[src/rtl/burst_col_pkg.sv]
package burst_col_pkg;

  localparam int MODE_W = 12;
  localparam int LEN_LSB = 0;
  localparam int ORD_BIT = 3;
  localparam int LAT_LSB = 4;
  localparam int WRM_BIT = 9;

  typedef enum logic [2:0] {
    LEN_1    = 3'b000,
    LEN_2    = 3'b001,
    LEN_4    = 3'b010,
    LEN_8    = 3'b011,
    LEN_PAGE = 3'b111
  } len_code_e;

  // lg: log2 of the fixed length, page: run until terminated, ilv: XOR order
  typedef struct packed {
    logic [1:0] lg;
    logic       page;
    logic       ilv;
  } burst_cfg_t;

endpackage

[src/rtl/burst_mode_dec.sv]
module burst_mode_dec
  import burst_col_pkg::*;
(
  input  logic [MODE_W-1:0] mode_q,
  input  logic              is_write,
  output burst_cfg_t        cfg,
  output logic              bad
);

  logic [2:0] len_code;
  logic [2:0] lat_code;
  logic       len_bad;
  logic       lat_bad;
  logic       single;

  always_comb begin
    len_code = mode_q[LEN_LSB +: 3];
    lat_code = mode_q[LAT_LSB +: 3];
    single   = mode_q[WRM_BIT] & is_write;
    cfg.ilv  = mode_q[ORD_BIT];
    cfg.lg   = 2'd0;
    cfg.page = 1'b0;
    len_bad  = 1'b0;
    case (len_code)
      LEN_1:    cfg.lg = 2'd0;
      LEN_2:    cfg.lg = 2'd1;
      LEN_4:    cfg.lg = 2'd2;
      LEN_8:    cfg.lg = 2'd3;
      LEN_PAGE: begin
        cfg.page = 1'b1;
        len_bad  = mode_q[ORD_BIT];
      end
      default:  len_bad = 1'b1;
    endcase
    lat_bad = !((lat_code == 3'b010) || (lat_code == 3'b011));
    if (single) begin
      cfg.lg   = 2'd0;
      cfg.page = 1'b0;
    end
    bad = len_bad | lat_bad;
  end

  logic unused_mode_bits;
  assign unused_mode_bits = ^{mode_q[MODE_W-1:WRM_BIT+1], mode_q[WRM_BIT-1:LAT_LSB+3]};

endmodule

[src/rtl/burst_col_calc.sv]
module burst_col_calc #(
  parameter int COL_W = 9
) (
  input  logic [COL_W-1:0] base,
  input  logic [COL_W-1:0] beat,
  input  logic [COL_W-1:0] mask,
  input  logic             ilv,
  output logic [COL_W-1:0] col
);

  logic [COL_W-1:0] seq_col;
  logic [COL_W-1:0] xor_col;

  always_comb begin
    seq_col = (base & ~mask) | ((base + beat) & mask);
    xor_col = base ^ (beat & mask);
    col     = ilv ? xor_col : seq_col;
  end

endmodule

[src/rtl/burst_seq.sv]
module burst_seq
  import burst_col_pkg::*;
#(
  parameter int COL_W = 9
) (
  input  logic             clk,
  input  logic             rst_n,
  input  logic             start,
  input  logic [COL_W-1:0] start_col,
  input  burst_cfg_t       cfg_in,
  input  logic             bad,
  input  logic             adv,
  input  logic             term,
  output logic [COL_W-1:0] base,
  output logic [COL_W-1:0] beat,
  output logic [COL_W-1:0] mask,
  output logic             ilv,
  output logic             active,
  output logic             last
);

  localparam logic [COL_W-1:0] ONE = COL_W'(1);

  logic             active_q, active_d;
  logic [COL_W-1:0] base_q, base_d;
  logic [COL_W-1:0] beat_q, beat_d;
  burst_cfg_t       cfg_q, cfg_d;
  logic             launch;
  logic             upd_en;
  logic [COL_W-1:0] len_onehot;

  always_comb begin
    len_onehot = ONE << cfg_q.lg;
    mask       = cfg_q.page ? '1 : (len_onehot - ONE);
    last       = active_q & (term | (!cfg_q.page & (beat_q == mask)));
    launch     = start & !bad;
    upd_en     = launch | (active_q & adv);

    active_d = active_q;
    base_d   = base_q;
    beat_d   = beat_q;
    cfg_d    = cfg_q;
    if (launch) begin
      active_d = 1'b1;
      base_d   = start_col;
      beat_d   = '0;
      cfg_d    = cfg_in;
    end else if (active_q & adv) begin
      if (last) active_d = 1'b0;
      else      beat_d   = beat_q + ONE;
    end
  end

  always_ff @(posedge clk or negedge rst_n) begin
    if (!rst_n) begin
      active_q <= 1'b0;
      base_q   <= '0;
      beat_q   <= '0;
      cfg_q    <= '0;
    end else if (upd_en) begin
      active_q <= active_d;
      base_q   <= base_d;
      beat_q   <= beat_d;
      cfg_q    <= cfg_d;
    end
  end

  assign base   = base_q;
  assign beat   = beat_q;
  assign ilv    = cfg_q.ilv;
  assign active = active_q;

endmodule

[src/rtl/burst_col_gen.sv]
module burst_col_gen
  import burst_col_pkg::*;
#(
  parameter int COL_W = 9
) (
  input  logic              clk,
  input  logic              rst_n,
  input  logic              mode_ld,
  input  logic [MODE_W-1:0] mode_word,
  input  logic              is_write,
  input  logic              start,
  input  logic [COL_W-1:0]  start_col,
  input  logic              term,
  input  logic              adv,
  output logic [COL_W-1:0]  col,
  output logic              beat_valid,
  output logic              beat_last,
  output logic              mode_bad
);

  logic [1:0]        rst_pipe;
  logic              rst_n_s;
  logic [MODE_W-1:0] mode_q;
  burst_cfg_t        cfg;
  logic [COL_W-1:0]  base;
  logic [COL_W-1:0]  beat;
  logic [COL_W-1:0]  mask;
  logic              ilv;

  always_ff @(posedge clk or negedge rst_n) begin
    if (!rst_n) rst_pipe <= 2'b00;
    else        rst_pipe <= {rst_pipe[0], 1'b1};
  end
  assign rst_n_s = rst_pipe[1];

  always_ff @(posedge clk or negedge rst_n_s) begin
    if (!rst_n_s)     mode_q <= '0;
    else if (mode_ld) mode_q <= mode_word;
  end

  burst_mode_dec u_dec (
    .mode_q   (mode_q),
    .is_write (is_write),
    .cfg      (cfg),
    .bad      (mode_bad)
  );

  burst_seq #(.COL_W(COL_W)) u_seq (
    .clk       (clk),
    .rst_n     (rst_n_s),
    .start     (start),
    .start_col (start_col),
    .cfg_in    (cfg),
    .bad       (mode_bad),
    .adv       (adv),
    .term      (term),
    .base      (base),
    .beat      (beat),
    .mask      (mask),
    .ilv       (ilv),
    .active    (beat_valid),
    .last      (beat_last)
  );

  burst_col_calc #(.COL_W(COL_W)) u_calc (
    .base (base),
    .beat (beat),
    .mask (mask),
    .ilv  (ilv),
    .col  (col)
  );

endmodule

[config.mk]
export PLATFORM = sky130hd
export DESIGN_NAME = burst_col_gen
export DESIGN_NICKNAME = d
export VERILOG_FILES = /design/src/rtl/burst_col_pkg.sv /design/src/rtl/burst_mode_dec.sv /design/src/rtl/burst_col_calc.sv /design/src/rtl/burst_seq.sv /design/src/rtl/burst_col_gen.sv
export SDC_FILE = /design/constraint.sdc
export NUM_CORES = 1
export LEC_CHECK = 0
export ABC_CLOCK_PERIOD_IN_PS = 3060
export BUFFER_PORTS_ARGS = -buffer_cell sky130_fd_sc_hd__buf_2
export CAP_MARGIN = 0
export CORE_MARGIN = 10
export CORE_UTILIZATION = 57
export DETAILED_ROUTE_END_ITERATION = 7
export PLACE_DENSITY_LB_ADDON = 0.25
export SKIP_CTS_REPAIR_TIMING = 1
export SLEW_MARGIN = 20
export SYNTH_ARGS = -nofsm -noshare
export SYNTH_HDL_FRONTEND = slang
export SYNTH_HIERARCHICAL = 1
export SYNTH_SLANG_ARGS = --single-unit
export TNS_END_PERCENT = 20
[constraint.sdc]
create_clock -name clk -period 3.06 [get_ports clk]
set_clock_uncertainty 0.2 [all_clocks]
set_input_delay 0.459 -clock clk [delete_from_list [all_inputs] [get_ports clk]]
set_output_delay 0.459 -clock clk [all_outputs]
set_load 0.005 [all_outputs]
== Yosys cells after proc, flatten, opt, wreduce, memory -nomap -nowiden ==
Cells that the tools add are included.

* Add/subtract/negate cells: 3
* Eq/ne operators: 8
* Shift operators: 1
* Multiplexer cells: 12
* Bitwise operators: 14
* Reduce and logical (&&, ||, !) cells: 11

{| class="wikitable"
|+ Operator list
! kind !! number
|-
| 9-bit two-way mux || 5
|-
| 9-bit bitwise AND || 3
|-
| 3-bit by 2-bit == test with 1-bit output, second input constant || 4
|-
| 9-bit by 1-bit adder with 9-bit output, second input constant || 1
|-
| 9-bit adder || 1
|-
| 9-bit == test || 1
|-
| 9-bit inverter || 1
|-
| 9-bit OR || 1
|-
| 1-bit by 2-bit left shift with 9-bit output, first input constant || 1
|-
| 9-bit by 1-bit subtractor with 9-bit output, second input constant || 1
|-
| 9-bit XOR || 1
|-
| 2-bit case mux with 3 select lines || 1
|-
| 3-bit AND reduction || 2
|-
| 1-bit bitwise AND || 5
|-
| 1-bit two-way mux || 4
|-
| 2-bit nonzero test || 2
|-
| 4-bit OR reduction || 1
|-
| 3-bit by 1-bit == test with 1-bit output, second input constant || 1
|-
| 3-bit == test, second input constant || 1
|-
| 1-bit zero test || 3
|-
| 3-bit zero test || 1
|-
| 3-bit two-way mux || 1
|-
| 1-bit OR || 3
|-
| 2-bit by 1-bit inequality test with 1-bit output, second input constant || 1
|-
| other kinds (3) || 3
|}

* Register bits: 35
* Word-level logic and storage cells: 57

== Logic depth before layout (Yosys ltp) ==
* Depth in word-level cells: 10
* Gate-level depth with buffers: 9
* Gate-level depth less buffers: 9

== Modules after synthesis ==
The synthesis kept the hierarchy.

{| class="wikitable"
|+ Modules (own cells, without submodules)
! module !! instances !! cells each !! area each (µm²) !! sequential area each (µm²)
|-
| burst_seq || 1 || 136 || 1222.4 || 575.6
|-
| burst_col_calc || 1 || 95 || 646.9 || 0.0
|-
| burst_col_gen || 1 || 28 || 538.0 || 350.3
|-
| burst_mode_dec || 1 || 8 || 57.6 || 0.0
|}

== Worst setup path after synthesis ==
OpenSTA, ideal clock, no wires.

* Path type: register to output
* Start point: register u_seq.beat_q[0], in the netlist u_seq/beat[0]
* End point: output col[8]
* Data arrival time: 1955 ps
* Slack: 446 ps
* Cell stages (with the launch flop): 9
* Cells stage by stage: dfrtp_1 ha_1 inv_1 fa_1 nand2b_1 a211oi_2 o31ai_2 xor2_1 o32ai_1

* Cells in the longest elaborated chain, start to end: 4

{| class="wikitable"
|+ Ends and longest elaborated chain
! what !! line !! source
|-
| start: declaration || burst_seq.sv:26 || <nowiki>logic [COL_W-1:0] beat_q, beat_d;</nowiki>
|-
| start signal: assignment || burst_seq.sv:63 || <nowiki>beat_q <= beat_d;</nowiki>
|-
| 9-bit adder || burst_col_calc.sv:15 || <nowiki>seq_col = (base & ~mask) | ((base + beat) & mask);</nowiki>
|-
| 9-bit bitwise AND || burst_col_calc.sv:15 ||
|-
| 9-bit OR || burst_col_calc.sv:15 ||
|-
| 9-bit two-way mux || burst_col_calc.sv:17 || <nowiki>col = ilv ? xor_col : seq_col;</nowiki>
|-
| end: declaration || burst_col_gen.sv:15 || <nowiki>output logic [COL_W-1:0] col,</nowiki>
|}

Every way passes these cells.

== Worst setup path in the final report ==
* Start point: register u_seq.base_q[0], in the netlist u_seq/base[0]
* End point: output col[8]

* Cells in the longest elaborated chain, start to end: 4

{| class="wikitable"
|+ Ends and longest elaborated chain
! what !! line !! source
|-
| start: declaration || burst_seq.sv:25 || <nowiki>logic [COL_W-1:0] base_q, base_d;</nowiki>
|-
| start signal: assignment || burst_seq.sv:62 || <nowiki>base_q <= base_d;</nowiki>
|-
| 9-bit adder || burst_col_calc.sv:15 ||
|-
| 9-bit bitwise AND || burst_col_calc.sv:15 ||
|-
| 9-bit OR || burst_col_calc.sv:15 ||
|-
| 9-bit two-way mux || burst_col_calc.sv:17 ||
|}

Every way passes these cells.

==> flow_summary.ini <==
[drt]
drt_pass1_iterations = 4
drt_iter0_drc = 164
wirelength_mm = 5.28
drtAntennaViolNets = 0
wl_per_cell_um = 15.5
drcViolationCount = 0
viasPerCell = 5.86
vias = 1997

[power]
cellLeakagePower_uw = 0.00125
switching_share_pct = 38.9
clockPowerShare_pct = 22.3
irDropWorstVdd_mv = 0.423
combinationalPowerShare_pct = 43.4
internal-power_uw = 1090
switching_power_uw = 696
seq_power_share_pct = 34.3
power_density_mw_per_mm2 = 683
p_total_uw = 1790

[worst_hold_path]
hp-class = register to asynchronous set/reset pin

[placed_design]
globalplace.congestion = 0.907
port-buffer-count = 34
hpwlAfterDp_mm = 3.91

[timing]
tightest_slew_ps = 874
timing.slew.headroom_pct = 41.7
hold_violations = 0
fmax_ghz = 0.331
slew_violations = 0
fin_crit_sh_pct = 98.8
rsz0062_at_grt = true
period_minus_slack_ps = 3020
setup_viol = 0

[global_route]
grtUsageTotal_pct = 14.8
grt_max_degree = 31
grt_pass1_vias = 1957
overflow = 0
grt_pass1_wl_mm = 8.83
antenna_found_initial = 0

[cts]
clkTransAtPathRegs_ps = 70
cts_tree = built
root_buffer = clkbuf_8
clockBufferDepth = 2
cts_sinks = 32
clk_latency_ps = 280
cts-htree-levels = 2
numCtsBuffers = 5

[floorplanning]
die_x_um = 83.1
start_util_pct = 60.7
design.core.area_mm2 = 0.00374
fp-row-count = 22
dieArea_mm2 = 0.00691
die_h_um = 83.1
num_io_pins = 40

[cells_and_area]
syn_to_final_growth_pct = 15.3
antennaDiodeCount = 0
nets = 331
fill_cells = 317
drive_gt1_share_pct = 24.6
postLayoutCoreUtil_pct = 70.0

[setup_path]
path_max_fanout = 5
cp.required_ps = 2400
critPathBufInv = 2
arrival_ps = 2360
crit_type = register to output pin
crit_slowest_cell = dfrtp_1
cp_cell_sequence = ha_2 > inv_2 > fa_2 > nand2b_4 > a211oi_4 > o31ai_2 > xor2_1 > o32ai_1 > buf_2
cpPeakStageDelay_ps = 420
end_kind = output pin
start_kind = register
critPathTopFamily = adder cells

[run_status]
status = complete, no violations

[yosys]
syn_avg_cell_area_um2 = 8.84
syn_area_mm2 = 0.00227
syn_nets = 296
yosysWarnings = 6
synthCells = 257

[run]
drv_cap = 0
-- power by group through the flow --
| stage | Clock (uW) | Sequential [uW] | Combinational (uW) |
|---|---|---|---|
| global route | 425 | 630 | 859 |
| detailed placement | 0 | 620 | 757 |
| CTS | 404 | 613 | 761 |
| floorplan | 0 | 593 | 571 |
| global placement | 0 | 616 | 723 |
| finish | 399 | 614 | 776 |
-- layer usage --
metal  track usage, %  routed length, um  vias up
met5                0                  0        -
met4             5.23                125        0
met3             3.91                333       14
met2             24.7               2640       74
met1             17.9               2170      945
li1                 -                  -      964
-- placed cells by master, fill, tap and decap left out, types with 3 or more instances in the layout --
| master | n |
|---|---|
| buf_2 | 34 |
| ha_1 | 9 |
| nand4_1 | 3 |
| nor3_1 | 4 |
| nor2_1 | 10 |
| a21o_1 | 5 |
| xor2_1 | 5 |
| mux2_4 | 7 |
| nand3_1 | 12 |
| o21ai_1 | 4 |
| dfrtp_1 | 32 |
| o31ai_2 | 3 |
| nand2_1 | 52 |
| a31oi_1 | 3 |
| nand3b_1 | 4 |
| clkbuf_8 | 5 |
| xnor2_1 | 8 |
| or3_1 | 3 |
| nand2b_1 | 6 |
| inv_1 | 9 |
| a21oi_1 | 10 |
| mux2i_1 | 5 |
| o21a_1 | 3 |
| o21ai_0 | 10 |
| buf_4 | 8 |
-- worst register-to-register path, stage by stage (launching register included) --
cell	delay [ps]
dfrtp_1	460
or2_2	320
ha_1	310
xor2_1	170
and3_1	260
a211oi_4	300
mux2i_1	230
-- metrics by stage --
| step | hold WS [ps] | instance area [um2] | std cells | setup TNS [ps] | setup WS, ps |
|---|---|---|---|---|---|
| 2_1_floorplan | -36.6 | 2270 | 257 | 0 | 446 |
| 3_3_place_gp | 43.5 | 2470 | 331 | 0 | 339 |
| 3_5_place_dp | 44.6 | 2470 | 331 | 0 | 249 |
| 4_1_cts | -258 | 2580 | 339 | -76.8 | -76.8 |
| 5_1_grt | 114 | 2620 | 341 | -105 | -105 |
| 6_report | 52.0 | 2620 | 341 | 0 | 37.9 |
-- path summary, 6_finish.rpt --
kind | to | from | slack [ps] | cells past startpoint
max | col[8] | u_seq/base[0] | 40 | 9
min | u_seq/base[8] | rst_pipe[1] | 50 | 1
max reg2reg | u_seq/beat[1] | u_seq/cfg_q[2] | 740 | 6
min reg2reg | u_seq/base[8] | rst_pipe[1] | 50 | 1
max in group asynchronous | rst_pipe[1] | rst_n | 2280 | 2
min in group clk | rst_pipe[1] | rst_pipe[0] | 160 | 0
-- state kept, by name (all words and copies together) (netlist names) --
register,count
u_seq/base,9
u_seq/beat,9
mode_q,7
u_seq/cfg_q,3
rst_pipe,2
u_seq/active,1
u_seq/ilv,1
-- cell type report --
class | count | area [um2] | share of cell area [%]
clock buffers | 6 | 72.6 | 2.77
clock inverters | 2 | 35.0 | 1.34
inverters | 11 | 41.3 | 1.58
multi-input cells | 199 | 1370 | 52.3
flip-flops and latches | 32 | 801 | 30.6
well taps | 48 | 60.1 | 2.29
repair buffers | 43 | 240 | 9.17
No activity file was read; power rests on OpenSTA's default activity.
